[src/rtl/tsport_pkg.sv]
`timescale 1ns/1ps
package tsport_pkg;

    typedef enum logic [1:0] {
        SK_IDLE,
        SK_CTRL,
        SK_VOICE1,
        SK_VOICE2
    } slot_kind_t;

    typedef enum logic {
        ST_HUNT,
        ST_RUN
    } sync_state_t;

    // control register layout: {rx_sel, tx_sel, c_en}
    typedef struct packed {
        logic [1:0] rx_sel;
        logic [1:0] tx_sel;
        logic       c_en;
    } port_cfg_t;

    localparam logic [1:0] SEL_VOICE1 = 2'd1;
    localparam logic [1:0] SEL_VOICE2 = 2'd2;
    localparam int         SOFT_RST_BIT = 5;

endpackage

[src/rtl/tsport_timer.sv]
`timescale 1ns/1ps
module tsport_timer
    import tsport_pkg::*;
#(
    parameter int SLOT_W    = 8,
    parameter int NUM_SLOTS = 32,
    parameter int C_SLOT    = 1,
    parameter int B1_SLOT   = 2,
    parameter int B2_SLOT   = 3,
    localparam int FRAME_BITS = SLOT_W * NUM_SLOTS,
    localparam int CNT_W      = $clog2(FRAME_BITS),
    localparam int BIT_W      = $clog2(SLOT_W)
) (
    input  logic             clk,
    input  logic             rst_n,
    input  logic             frame_pulse,
    output logic             locked_o,
    output logic             frame_load_o,
    output slot_kind_t       kind_o,
    output logic [BIT_W-1:0] bit_pos_o,
    output logic [CNT_W-1:0] cnt_o
);

    localparam logic [CNT_W-1:0] LAST_BIT = CNT_W'(FRAME_BITS - 1);

    sync_state_t      state, state_nx;
    logic [CNT_W-1:0] cnt, cnt_nx;
    logic [CNT_W-1:0] slot_num;

    // state register
    always_ff @(posedge clk or negedge rst_n) begin
        if (!rst_n) begin
            state <= ST_HUNT;
            cnt   <= '0;
        end else begin
            state <= state_nx;
            cnt   <= cnt_nx;
        end
    end

    // transitions: lock, wrap, realign
    always_comb begin
        state_nx = state;
        cnt_nx   = cnt;
        unique case (state)
            ST_HUNT: begin
                if (frame_pulse) begin
                    state_nx = ST_RUN;
                    cnt_nx   = '0;
                end
            end
            ST_RUN: begin
                if (frame_pulse || cnt == LAST_BIT) cnt_nx = '0;
                else                                cnt_nx = cnt + 1'b1;
            end
        endcase
    end

    // outputs
    always_comb begin
        slot_num     = cnt / CNT_W'(SLOT_W);
        bit_pos_o    = BIT_W'(cnt % CNT_W'(SLOT_W));
        locked_o     = (state == ST_RUN);
        frame_load_o = frame_pulse || (state == ST_RUN && cnt == LAST_BIT);
        cnt_o        = cnt;
        kind_o       = SK_IDLE;
        if (state == ST_RUN) begin
            if      (slot_num == CNT_W'(C_SLOT))  kind_o = SK_CTRL;
            else if (slot_num == CNT_W'(B1_SLOT)) kind_o = SK_VOICE1;
            else if (slot_num == CNT_W'(B2_SLOT)) kind_o = SK_VOICE2;
        end
    end

endmodule

[src/rtl/tsport_regs.sv]
`timescale 1ns/1ps
module tsport_regs
    import tsport_pkg::*;
#(
    parameter int DATA_W = 8,
    parameter int ADDR_W = 2
) (
    input  logic              clk,
    input  logic              rst_n,
    input  logic              we,
    input  logic [ADDR_W-1:0] addr,
    input  logic [DATA_W-1:0] wdata,
    input  logic [DATA_W-1:0] c_rx,
    output port_cfg_t         cfg,
    output logic [DATA_W-1:0] c_tx,
    output logic [DATA_W-1:0] rdata
);

    localparam logic [ADDR_W-1:0] A_CTRL = ADDR_W'(0);
    localparam logic [ADDR_W-1:0] A_CHAN = ADDR_W'(1);
    localparam int CFG_W = $bits(port_cfg_t);

    logic unused_wbits;
    assign unused_wbits = ^wdata[DATA_W-1:SOFT_RST_BIT+1] ^ wdata[CFG_W];

    always_ff @(posedge clk or negedge rst_n) begin
        if (!rst_n) begin
            cfg  <= '0;
            c_tx <= '1;
        end else if (we) begin
            if (addr == A_CTRL) begin
                cfg <= port_cfg_t'(wdata[CFG_W-1:0]);
                if (wdata[SOFT_RST_BIT]) c_tx <= '1;
            end else if (addr == A_CHAN) begin
                c_tx <= wdata;
            end
        end
    end

    always_comb begin
        rdata = '0;
        if      (addr == A_CTRL) rdata[CFG_W-1:0] = cfg;
        else if (addr == A_CHAN) rdata = c_rx;
    end

endmodule

[src/rtl/tsport_tx.sv]
`timescale 1ns/1ps
module tsport_tx
    import tsport_pkg::*;
#(
    parameter int SLOT_W = 8,
    localparam int BIT_W = $clog2(SLOT_W)
) (
    input  logic              clk,
    input  logic              rst_n,
    input  logic              frame_load,
    input  logic              locked,
    input  slot_kind_t        kind,
    input  logic [BIT_W-1:0]  bit_pos,
    input  port_cfg_t         cfg,
    input  logic [SLOT_W-1:0] c_tx,
    input  logic [SLOT_W-1:0] tx_pcm,
    output logic              ser_out,
    output logic              ser_oe
);

    logic [SLOT_W-1:0] c_snap, b_snap;
    logic              drive_c, drive_b, drive_nx, bit_nx;

    always_ff @(posedge clk or negedge rst_n) begin
        if (!rst_n) begin
            c_snap <= '1;
            b_snap <= '0;
        end else if (frame_load) begin
            c_snap <= c_tx;
            b_snap <= tx_pcm;
        end
    end

    always_comb begin
        drive_c  = locked && kind == SK_CTRL && cfg.c_en;
        drive_b  = locked && ((kind == SK_VOICE1 && cfg.tx_sel == SEL_VOICE1) ||
                              (kind == SK_VOICE2 && cfg.tx_sel == SEL_VOICE2));
        drive_nx = drive_c || drive_b;
        bit_nx   = 1'b0;
        if (drive_c)      bit_nx = c_snap[SLOT_W-1-int'(bit_pos)];
        else if (drive_b) bit_nx = b_snap[SLOT_W-1-int'(bit_pos)];
    end

    always_ff @(negedge clk or negedge rst_n) begin
        if (!rst_n) begin
            ser_oe  <= 1'b0;
            ser_out <= 1'b0;
        end else begin
            ser_oe  <= drive_nx;
            ser_out <= bit_nx;
        end
    end

endmodule

[src/rtl/tsport_rx.sv]
`timescale 1ns/1ps
module tsport_rx
    import tsport_pkg::*;
#(
    parameter int SLOT_W = 8,
    localparam int BIT_W = $clog2(SLOT_W)
) (
    input  logic              clk,
    input  logic              rst_n,
    input  logic              locked,
    input  slot_kind_t        kind,
    input  logic [BIT_W-1:0]  bit_pos,
    input  port_cfg_t         cfg,
    input  logic              ser_in,
    output logic [SLOT_W-1:0] c_rx,
    output logic [SLOT_W-1:0] rx_pcm,
    output logic              rx_pcm_valid
);

    localparam logic [BIT_W-1:0] LAST_POS = BIT_W'(SLOT_W - 1);

    logic [SLOT_W-1:0] shreg;
    logic [SLOT_W-1:0] full_byte;
    logic              slot_end, take_b;

    always_comb begin
        full_byte = {shreg[SLOT_W-2:0], ser_in};
        slot_end  = locked && bit_pos == LAST_POS;
        take_b    = (kind == SK_VOICE1 && cfg.rx_sel == SEL_VOICE1) ||
                    (kind == SK_VOICE2 && cfg.rx_sel == SEL_VOICE2);
    end

    always_ff @(posedge clk or negedge rst_n) begin
        if (!rst_n) begin
            shreg        <= '0;
            c_rx         <= '0;
            rx_pcm       <= '0;
            rx_pcm_valid <= 1'b0;
        end else begin
            shreg        <= full_byte;
            rx_pcm_valid <= 1'b0;
            if (slot_end && kind == SK_CTRL) c_rx <= full_byte;
            if (slot_end && take_b) begin
                rx_pcm       <= full_byte;
                rx_pcm_valid <= 1'b1;
            end
        end
    end

endmodule

[src/rtl/tsport_top.sv]
`timescale 1ns/1ps
module tsport_top
    import tsport_pkg::*;
#(
    parameter int SLOT_W    = 8,
    parameter int NUM_SLOTS = 32,
    parameter int C_SLOT    = 1,
    parameter int B1_SLOT   = 2,
    parameter int B2_SLOT   = 3,
    parameter int ADDR_W    = 2
) (
    input  logic              clk,
    input  logic              rst_n,
    input  logic              frame_pulse,
    input  logic              ser_in,
    output logic              ser_out,
    output logic              ser_oe,
    input  logic              reg_we,
    input  logic [ADDR_W-1:0] reg_addr,
    input  logic [SLOT_W-1:0] reg_wdata,
    output logic [SLOT_W-1:0] reg_rdata,
    input  logic [SLOT_W-1:0] tx_pcm,
    output logic [SLOT_W-1:0] rx_pcm,
    output logic              rx_pcm_valid
);

    localparam int FRAME_BITS = SLOT_W * NUM_SLOTS;
    localparam int CNT_W      = $clog2(FRAME_BITS);
    localparam int BIT_W      = $clog2(SLOT_W);

    logic              locked, frame_load;
    slot_kind_t        kind;
    logic [BIT_W-1:0]  bit_pos;
    logic [CNT_W-1:0]  cnt;
    port_cfg_t         cfg;
    logic [SLOT_W-1:0] c_tx, c_rx;

    tsport_timer #(
        .SLOT_W(SLOT_W), .NUM_SLOTS(NUM_SLOTS),
        .C_SLOT(C_SLOT), .B1_SLOT(B1_SLOT), .B2_SLOT(B2_SLOT)
    ) u_timer (
        .clk(clk), .rst_n(rst_n), .frame_pulse(frame_pulse),
        .locked_o(locked), .frame_load_o(frame_load),
        .kind_o(kind), .bit_pos_o(bit_pos), .cnt_o(cnt)
    );

    tsport_regs #(.DATA_W(SLOT_W), .ADDR_W(ADDR_W)) u_regs (
        .clk(clk), .rst_n(rst_n), .we(reg_we), .addr(reg_addr),
        .wdata(reg_wdata), .c_rx(c_rx), .cfg(cfg), .c_tx(c_tx),
        .rdata(reg_rdata)
    );

    tsport_tx #(.SLOT_W(SLOT_W)) u_tx (
        .clk(clk), .rst_n(rst_n), .frame_load(frame_load),
        .locked(locked), .kind(kind), .bit_pos(bit_pos), .cfg(cfg),
        .c_tx(c_tx), .tx_pcm(tx_pcm), .ser_out(ser_out), .ser_oe(ser_oe)
    );

    tsport_rx #(.SLOT_W(SLOT_W)) u_rx (
        .clk(clk), .rst_n(rst_n), .locked(locked), .kind(kind),
        .bit_pos(bit_pos), .cfg(cfg), .ser_in(ser_in), .c_rx(c_rx),
        .rx_pcm(rx_pcm), .rx_pcm_valid(rx_pcm_valid)
    );

endmodule

[config.mk]
export PLATFORM = sky130hd
export DESIGN_NAME = tsport_top
export DESIGN_NICKNAME = d
export VERILOG_FILES = /design/src/rtl/tsport_pkg.sv /design/src/rtl/tsport_timer.sv /design/src/rtl/tsport_regs.sv /design/src/rtl/tsport_tx.sv /design/src/rtl/tsport_rx.sv /design/src/rtl/tsport_top.sv
export SDC_FILE = /design/constraint.sdc
export NUM_CORES = 1
export LEC_CHECK = 0
export ABC_AREA = 1
export BUFFER_PORTS_ARGS = -buffer_cell sky130_fd_sc_hd__buf_2
export CAP_MARGIN = 15
export CELL_PAD_IN_SITES_DETAIL_PLACEMENT = 0
export CELL_PAD_IN_SITES_GLOBAL_PLACEMENT = 1
export CORE_UTILIZATION = 35
export DETAILED_ROUTE_END_ITERATION = 12
export HOLD_SLACK_MARGIN = 0.08
export PLACE_DENSITY_LB_ADDON = 0.1
export SLEW_MARGIN = 20
export SYNTH_ARGS = -nofsm -noshare
export SYNTH_HDL_FRONTEND = slang
export SYNTH_SLANG_ARGS = --single-unit
[constraint.sdc]
create_clock -name clk -period 2 [get_ports clk]
set_input_delay 0.1 -clock clk [delete_from_list [all_inputs] [get_ports clk]]
set_output_delay 0.1 -clock clk [all_outputs]
set_load 0.1 [all_outputs]
Word level (Yosys, flattened, before mapping)
Index checks and enable logic that the tools add are counted.
{"block": "word_totals", "reg_bits": 64, "output_inout_bits": 19}
{"block": "classes", "addsub": 2, "magnitude_cmp": 1, "eq_ne": 15, "muxes": 24, "n_bitwise": 1, "reduce_logical": 20}
{"cell": "two-way mux 8 bit", "count": 6}
{"cell": "< comparator 32 x 5 -> 1 bit, second input constant", "count": 1}
{"cell": "case mux 8 bit (2 select lines)", "count": 1}
{"cell": "logical AND 1 bit", "count": 11}
{"cell": "== test 5 x 2 -> 1 bit, second input constant", "count": 2}
{"cell": "two-way mux 1 bit", "count": 9}
{"cell": "adder 8 x 1 -> 8 bit, second input constant", "count": 1}
{"cell": "== test 2 x 1 -> 1 bit, second input constant", "count": 4}
{"cell": "== test 2 bit, second input constant", "count": 4}
{"cell": "== test 8 bit, second input constant", "count": 1}
{"cell": "two-way mux 2 bit", "count": 4}
{"cell": "binary-select mux 1 bit (select 3 bit)", "count": 2}
{"cell": "== test 5 x 1 -> 1 bit, second input constant", "count": 1}
{"cell": "logical OR 1 bit", "count": 5}
{"cell": "two-way mux 5 bit", "count": 1}
{"cell": "!= test 2 bit, second input constant", "count": 2}
{"cell": "subtractor 3 x 3 -> 4 bit, first input constant", "count": 1}
{"cell": "== test 3 bit, second input constant", "count": 1}
{"cell": "two-way mux 3 bit", "count": 1}
{"cell": "AND reduction 3 bit", "count": 1}
{"cell": "zero test 2 bit", "count": 1}
{"cell": "AND reduction 2 bit", "count": 1}
{"cell": "nonzero test 2 bit", "count": 1}
{"cell": "NOT 1 bit", "count": 1}

Logic depth before layout (Yosys ltp)
Gate-level depths: netlist (run 1).
{"block": "depth", "ltp_word": 11, "ltp_mapped": 9}

Modules after synthesis
Synthesis (run 1) repeated with hierarchy kept, for this count alone.
{"block": "unflattened", "hier_cells": 383, "hier_area_um2": 3140.5}
{"mod": "tsport_rx", "n_inst": 1, "cells_each": 91, "area_each_um2": 928.4, "seq_area_each_um2": 600.6}
{"mod": "tsport_tx", "n_inst": 1, "cells_each": 109, "area_each_um2": 904.6, "seq_area_each_um2": 460.4}
{"mod": "tsport_regs", "n_inst": 1, "cells_each": 104, "area_each_um2": 752.0, "seq_area_each_um2": 335.3}
{"mod": "tsport_timer", "n_inst": 1, "cells_each": 79, "area_each_um2": 555.5, "seq_area_each_um2": 225.2}

==> results of run 1 <==
timing repair:
| action | CTS | global route |
|---|---|---|
| hold buffers | 19 | 0 |
| endpoints found under the hold margin | 38 | 0 |
| buffers inserted | 1 | 3 |
| setup endpoints to repair | 4 | 4 |
| gates resized for setup | 3 | 8 |
| pin swaps | 5 | 4 |
cell families (layout without fill, tap and decap cells):
family / after synthesis / count (layout) / share of synthesized area
AO/OA/AOI/OAI: 53 / 53 / 0.103
XOR/XNOR: 2 / 2 / 0.00604
adder cells (fa/ha/maj): 2 / 2 / 0.00862
buffers and inverters: 54 / 150 / 0.0772
flip-flops: 64 / 64 / 0.559
AND/OR/NAND/NOR: 160 / 160 / 0.246
cell usage after synthesis (4+ instances only):
master and n:
nand2_1 75, dfrtp_1 46, inv_1 44, nand3_1 39, nor2_1 31, o21ai_0 27
dfstp_2 16, a21oi_1 9, o21ai_2 8, buf_2 5, o21ai_1 5, o22ai_1 4
metal layers:
metal / vias to the layer above / track usage
met5: - / 0
met2: 36 / 0.259
met1: 1114 / 0.238
met3: 6 / 0.0520
li1: 1252 / -
met4: 0 / 0.0462
final cells by class:
| class | instances | area [um2] | area share |
|---|---|---|---|
| clock buffers | 11 | 141 | 0.0364 |
| repair buffers | 89 | 647 | 0.167 |
| flip-flops and latches | 64 | 1620 | 0.418 |
| inverters | 45 | 169 | 0.0435 |
| well taps | 102 | 128 | 0.0329 |
| multi-input cells | 217 | 1100 | 0.282 |
| clock inverters | 5 | 80.1 | 0.0206 |
final timing paths:
| check | start | to | slack (ps) |
|---|---|---|---|
| setup / recovery | u_timer.cnt_o[0] | u_tx.ser_out | -140 |
| min in group asynchronous | rst_n | u_regs.cfg[1] | 230 |
| hold reg to reg | u_rx.shreg[5] | u_rx.shreg[6] | 400 |
| hold / removal | frame_pulse | u_timer.cnt_o[6] | 100 |
| max in group asynchronous | rst_n | u_tx.ser_oe | 540 |
| setup reg to reg | u_timer.cnt_o[0] | u_tx.ser_out | -140 |
through the flow:
step	cells	total power, mW	cell area [um2]	setup TNS, ps	hold slack, ps
floorplan	335	1.76	2940	-4060	-196
global placement	494	1.89	3420	-278	61.7
detailed placement	494	1.90	3420	-288	71.0
CTS	530	3.18	3850	-444	80.1
global route	533	3.32	3880	-643	118
finish	533	3.14	3880	-403	97.1
flip-flops by register name (all words and copies together) (netlist names):
| register | flops |
|---|---|
| u_regs.c_tx | 8 |
| u_rx.c_rx | 8 |
| u_rx.rx_pcm | 8 |
| u_timer.cnt_o | 8 |
| u_tx.b_snap | 8 |
| u_tx.c_snap | 8 |
| u_rx.shreg | 7 |
| u_regs.cfg | 5 |
| u_rx.rx_pcm_valid | 1 |
| u_timer.locked_o | 1 |
| u_tx.ser_oe | 1 |
| u_tx.ser_out | 1 |
critical path: cells and delay by family, from the launching register on:
family / cells / cell delay [ps]
AO/OA/AOI/OAI: 1 / 70
AND/OR/NAND/NOR: 5 / 360
flip-flops: 1 / 400
buffers and inverters: 1 / 150
power groups by stage:
stage | combinational (mW) | clock (mW) | sequential (mW)
2_1_floorplan | 0.267 | 0 | 1.49
3_3_place_gp | 0.383 | 0 | 1.51
3_5_place_dp | 0.390 | 0 | 1.51
4_1_cts | 0.424 | 1.27 | 1.49
5_1_grt | 0.478 | 1.34 | 1.50
6_report | 0.421 | 1.23 | 1.49
==> results.json, run 1 <==
{
  "start_kind": "register",
  "die_y_um": 93.1,
  "synth_top_cell_area_share": 0.397,
  "relSlewSlack": 0.596,
  "final_cell_mix": "nand2_1, dfrtp_1, inv_1, buf_2, nand3_1",
  "clkPwrFrac": 0.391,
  "synthDistinctLibCells": 25,
  "synth.avg_cell_area_um2": 8.67,
  "drtIter0Drc": 92,
  "arrival_ps": 1320,
  "netlist_instances": 335,
  "pwr-share-comb": 0.134,
  "synth_area_leaders": "dfrtp_1, dfstp_2, nand2_1, nand3_1, inv_1",
  "crit_fanout": 9,
  "clk_path_buf_depth": 2,
  "worst_pin_slew_ps": 605,
  "leakage_nw": 1.97,
  "finClkSkew_ps": 17.3,
  "top_layer_used": "met4",
  "final-setup-viol-count": 4,
  "dr_wl_met3_um": 207,
  "ios": 42,
  "post-place-ws_ps": -149,
  "grt_pass1_vias": 2373,
  "yosys_warnings": 0,
  "core_region_area_um2": 7890,
  "numCtsBuffers": 9,
  "root_buffer": "clkbuf_8",
  "hold_viol_final": 0,
  "final_antenna_net_count": 0,
  "synth_nets": 360,
  "maxCapViolations": 0,
  "irDropWorstVdd_v": 0.000339,
  "worstRegToRegCells": 7,
  "cts-htree-levels": 3,
  "finalWirelength_um": 6430,
  "ys_seq_elements": 64,
  "final_layout_size_suffix_gt1_frac": 0.311,
  "grt_max_degree": 49,
  "drv_slew": 0,
  "switchingPower_uw": 813,
  "ys_async_sr_fraction": 1.00,
  "layout_commonest_cell": "nand2_1",
  "grt_use_total": 0.171,
  "seqPwrFrac": 0.475,
  "cts_tree": "built",
  "syn_to_final_growth_pct": 33.8,
  "violations": "setup timing",
  "portBuffers": 41,
  "drc_errors": 0,
  "grt_first_pass_wirelength_um": 11300,
  "design.die.area_um2": 8660,
  "outcome": "finished, violations left",
  "dieWidth_um": 93.1,
  "fill_cells": 744,
  "path_cells": "buf_6, nor2_2, nor2_1, o21ai_0, nand3_1, nand3_1, nand2_1",
  "cts.sinks": 64,
  "rsz0062_at_grt": "yes",
  "wl_per_cell_um": 12.1,
  "final_core_util": 0.493,
  "gp_congestion": 0.738,
  "antenna_found_initial": 0,
  "hp-class": "in2reg",
  "clock_latency_ps": 340,
  "grt-ovfl-total": 0,
  "cpMaxStageDelayCell": "dfrtp_1",
  "synth_ff_type": "dfrtp_1",
  "vias_per_cell": 4.52,
  "drt_pass1_iterations": 6,
  "ys_seq_area_frac": 0.559,
  "clk_pin_slew_ps": 70,
  "synth_edf_count": 0,
  "syn_area_um2": 2900,
  "nets": 451,
  "p_int_mw": 2.33,
  "worstPathRequired_ps": 1180,
  "routed-wl-met2_um": 2870,
  "rows": 32,
  "drt-met1-wl_um": 3280,
  "holdPathStages": 4,
  "end_kind": "register",
  "swShare": 0.259,
  "start_util": 0.368,
  "via_count": 2408,
  "hpwl_um": 4610,
  "critPathKind": "reg2reg",
  "synth_largest_area_cell": "dfrtp_1",
  "antenna_cells": 0,
  "power_per_cell_area_nw_per_um2": 809,
  "setup_ws_ps": -139,
  "critPathMaxStageDelay_ps": 400,
  "cp_common_cell": "nand3_1"
}
Note: power is estimated with default switching activity, not from simulation.
==> inputs of run 2 (changes only) <==
Settings changed: TNS_END_PERCENT from default to 1.
==> results.json, run 2 (same netlist as run 1, synthesis figures left out) <==
{
  "grt_max_degree": 50,
  "antenna_cells": 0,
  "drt_pass1_iterations": 4,
  "vias_per_cell": 4.58,
  "placed_cell_area_um2": 3410,
  "switchingPower_uw": 783,
  "stdcell_area_um2": 3830,
  "final_antenna_net_count": 0,
  "die_y_um": 93.1,
  "drtIter0Drc": 76,
  "cts-htree-levels": 3,
  "outcome": "finished, violations left",
  "hp-class": "in2reg",
  "whs_ps": 102,
  "finClkSkew_ps": 14.6,
  "rows": 32,
  "clk_pin_slew_ps": 70,
  "gp_congestion": 0.765,
  "worst_pin_slew_ps": 621,
  "cts.sinks": 64,
  "p_int_mw": 2.24,
  "finalWirelength_um": 6510,
  "start_util": 0.368,
  "dieWidth_um": 93.1,
  "maxCapViolations": 0,
  "grt-ovfl-total": 0,
  "post_cts_buffers": 0,
  "grt_first_pass_wirelength_um": 11400,
  "final_layout_size_suffix_gt1_frac": 0.296,
  "arrival_ps": 1400,
  "via_count": 2433,
  "syn_to_final_growth_pct": 31.9,
  "critPathKind": "reg2reg",
  "irDropWorstVdd_v": 0.000451,
  "layout_commonest_cell": "nand2_1",
  "rrSetupSlack_ps": -230,
  "drv_slew": 0,
  "seqPwrFrac": 0.493,
  "final-setup-viol-count": 4,
  "clock_latency_ps": 330,
  "ios": 42,
  "pwr-share-comb": 0.141,
  "setup_ws_ps": -230,
  "hpwl_um": 4700,
  "worstPathRequired_ps": 1170,
  "antenna_found_initial": 0,
  "final_cell_mix": "nand2_1, dfrtp_1, inv_1, buf_2, nand3_1",
  "root_buffer": "clkbuf_8",
  "portBuffers": 41,
  "leakage_nw": 1.96,
  "end_kind": "register",
  "rsz0062_at_grt": "yes",
  "post-place-ws_ps": -208,
  "nets": 449,
  "clk_path_buf_depth": 2,
  "design.die.area_um2": 8660,
  "grt_pass1_vias": 2446,
  "swShare": 0.259,
  "drc_errors": 0,
  "crit_fanout": 5,
  "cts_tree": "built",
  "start_kind": "register",
  "numCtsBuffers": 9,
  "core_region_area_um2": 7890,
  "power_per_cell_area_nw_per_um2": 788,
  "grt_use_total": 0.172,
  "violations": "setup timing",
  "relSlewSlack": 0.586,
  "clkPwrFrac": 0.367,
  "hold_viol_final": 0,
  "wl_per_cell_um": 12.3
}
-- run 2: changes by cell type in the layout (fill, tap and decap cells not counted), sizes merged --
cell / before / now
buf: 70 / 68
clkbuf: 11 / 13
clkinvlp: 2 / 0
bufinv: 2 / 1
clkinv: 1 / 2
-- run 2: timing repair --
item | in CTS | in global routing
hold buffers | 19 | 0
endpoints found under the setup margin | 4 | 4
hold endpoints to repair | 37 | 0
pin swaps | 2 | 2
gates resized for setup | 5 | 7
-- run 2: critical path: stages, from the launching register on --
cell	delay (ps)
dfrtp_1	410
inv_2	80
or2_4	230
nand2_2	70
nand3_2	50
nand2_1	70
inv_1	40
nand2_1	50
nand2_1	60
-- run 2: layout make-up --
type | count | area (um2)
Fill cell | 787 | 4060
Sequential cell | 64 | 1620
Multi-Input combinational cell | 217 | 1080
Timing Repair Buffer | 87 | 636
Inverter | 45 | 169
Clock buffer | 13 | 159
Tap cell | 102 | 128
Clock inverter | 3 | 40.0
-- run 2: worst paths after layout --
| kind | start | cells past startpoint | end |
|---|---|---|---|
| max | u_timer.cnt_o[0] | 8 | u_tx.ser_out |
| min in group asynchronous | rst_n | 2 | u_timer.cnt_o[4] |
| min reg2reg | u_rx.shreg[3] | 0 | u_rx.shreg[4] |
| max in group asynchronous | rst_n | 2 | u_tx.ser_oe |
| min | frame_pulse | 4 | u_timer.cnt_o[6] |
| max reg2reg | u_timer.cnt_o[0] | 8 | u_tx.ser_out |
-- run 2: per-layer routing --
metal  wire (um)  track usage  vias up
met5           0            0        -
li1            -            -     1255
met3         252       0.0553        9
met1        3230        0.226     1131
met4          93       0.0564        0
met2        2940        0.268       38
-- run 2: power groups by stage --
stage / Combinational (mW) / Clock [mW] / Sequential, mW
final: 0.425 / 1.11 / 1.49
after global routing: 0.481 / 1.20 / 1.50
after CTS: 0.425 / 1.15 / 1.49
after detailed placement: 0.393 / 0 / 1.51
after global placement: 0.386 / 0 / 1.51
after floorplan: 0.263 / 0 / 1.49
-- run 2: metrics by stage --
step / instances / setup TNS, ps / power, mW / util
global placement: 496 / -315 / 1.89 / 0.433
finish: 531 / -473 / 3.02 / 0.486
detailed placement: 496 / -367 / 1.90 / 0.433
global route: 531 / -722 / 3.18 / 0.486
floorplan: 335 / -4170 / 1.76 / -
CTS: 531 / -504 / 3.07 / 0.484
==> inputs of run 3 (changes only) <==
Settings changed: CELL_PAD_IN_SITES_DETAIL_PLACEMENT 0 to default, CELL_PAD_IN_SITES_GLOBAL_PLACEMENT 1 to default, PLACE_DENSITY_LB_ADDON 0.1 to default.
==> results.json, run 3 (same netlist as run 1, synthesis figures left out) <==
{
  "antenna_cells": 0,
  "cts.sinks": 64,
  "cp_top_family": "flip-flops",
  "antenna_found_initial": 0,
  "hpwl_um": 4610,
  "portBuffers": 41,
  "worst_pin_slew_ps": 669,
  "irDropWorstVdd_v": 0.000365,
  "root_buffer": "clkbuf_8",
  "final_cells": 534,
  "design.die.area_um2": 8660,
  "rsz0062_at_grt": "yes",
  "leakage_nw": 1.96,
  "crit_fanout": 4,
  "grt_pass1_vias": 2465,
  "nets": 452,
  "dieWidth_um": 93.1,
  "numCtsBuffers": 9,
  "path_buf_inv": 3,
  "wl_per_cell_um": 12.0,
  "power_per_cell_area_nw_per_um2": 749,
  "vias_per_cell": 4.59,
  "drc_errors": 0,
  "ios": 42,
  "fill_cells": 761,
  "post-place-ws_ps": -205,
  "cts_tree": "built",
  "cp_common_cell": "nand2_1",
  "maxCapViolations": 0,
  "via_count": 2452,
  "syn_to_final_growth_pct": 33.6,
  "path_cells": "inv_2, buf_4, nand2_1, nand3_1, nand3_2, nand2_1, inv_1, nand2_1, nand2_1",
  "hold_viol_final": 0,
  "outcome": "finished, violations left",
  "grt-ovfl-total": 0,
  "critPathMaxStageDelay_ps": 420,
  "rows": 32,
  "gp_congestion": 0.782,
  "end_kind": "register",
  "core_region_area_um2": 7890,
  "violations": "setup timing",
  "setup_ws_ps": -195,
  "start_kind": "register",
  "start_util": 0.368,
  "finClkSkew_ps": 14.7,
  "hp-class": "in2reg",
  "clk_pin_slew_ps": 70,
  "worstPathRequired_ps": 1170,
  "layout_commonest_cell": "nand2_1",
  "grt_max_degree": 56,
  "drtIter0Drc": 91,
  "clk_path_buf_depth": 2,
  "drt_pass1_iterations": 4,
  "critPathKind": "reg2reg",
  "final-setup-viol-count": 4,
  "clock_latency_ps": 330,
  "dp.cells": 499,
  "arrival_ps": 1360,
  "final_cell_mix": "nand2_1, dfrtp_1, inv_1, buf_2, nand3_1",
  "finalWirelength_um": 6390,
  "die_y_um": 93.1,
  "final_antenna_net_count": 0,
  "relSlewSlack": 0.554,
  "drv_slew": 0,
  "cpMaxStageDelayCell": "dfrtp_1",
  "cts-htree-levels": 3,
  "final_layout_size_suffix_gt1_frac": 0.326,
  "grt_use_total": 0.162,
  "grt_first_pass_wirelength_um": 11000
}
-- run 3: cell types whose count changed in the layout (fill, tap and decap cells not counted), moves of 3 or more --
cell,change
buf_4,+3
nand3_1,-3
nand3_2,+3
nor2_1,-7
nor2_2,+4
nor2_4,+3
-- run 3: repair_timing --
item                                    4_1_cts  5_1_grt
hold buffers                                 19        0
gates resized for setup                      16       13
endpoints found under the setup margin        4        4
buffers inserted                              0        0
pin swaps                                     7        9
endpoints found under the hold margin        31        0
-- run 3: worst paths after layout --
check	start	end	slack [ps]	cells after the start
min in group asynchronous	rst_n	u_timer.cnt_o[6]	170	2
max	u_timer.cnt_o[0]	u_tx.ser_out	-190	9
max in group asynchronous	rst_n	u_tx.ser_out	690	2
max reg2reg	u_timer.cnt_o[0]	u_tx.ser_out	-190	9
min	frame_pulse	u_timer.cnt_o[6]	90	4
min reg2reg	u_rx.shreg[4]	u_rx.shreg[5]	400	0
-- run 3: metrics by stage --
step	setup TNS (ps)	hold slack, ps	power (mW)	instance area [um2]	utilization
after floorplan	-4170	-196	1.76	2900	-
after global placement	-269	-9.14	1.89	3440	0.436
after detailed placement	-344	-10.6	1.90	3440	0.436
after CTS	-471	80.7	2.92	3830	0.486
after global routing	-699	130	3.06	3880	0.492
final	-460	94.2	2.91	3880	0.492
-- run 3: where the power goes --
part	switching, mW	internal [mW]	total [mW]
Clock	0.453	0.518	0.971
Sequential	0.0592	1.44	1.49
Combinational	0.268	0.172	0.440
Total	0.780	2.13	2.91
-- run 3: final cells by class --
class / instances / area (um2) / share of cell area
timing repair buffer: 90 / 658 / 0.170
tap: 102 / 128 / 0.0329
clock inverter: 1 / 5.00 / 0.00129
sequential: 64 / 1620 / 0.418
inverter: 45 / 169 / 0.0435
clock buffer: 15 / 166 / 0.0429
multi-input combinational: 217 / 1130 / 0.291
-- run 3: routing by layer --
metal	up-vias	part of all wire	GRT usage	routed length [um]
met3	7	0.037	0.0350	237
met5	-	0	0	0
li1	1254	-	-	-
met4	0	0.015	0.0654	93
met2	41	0.47	0.263	3020
met1	1150	0.48	0.211	3040
-- run 3: worst reg2reg max path: stages (launching register included) --
cell	delay, ps
dfrtp_1	420
inv_2	90
buf_4	120
nand2_1	40
nand3_1	80
nand3_2	70
nand2_1	80
inv_1	40
nand2_1	40
nand2_1	50
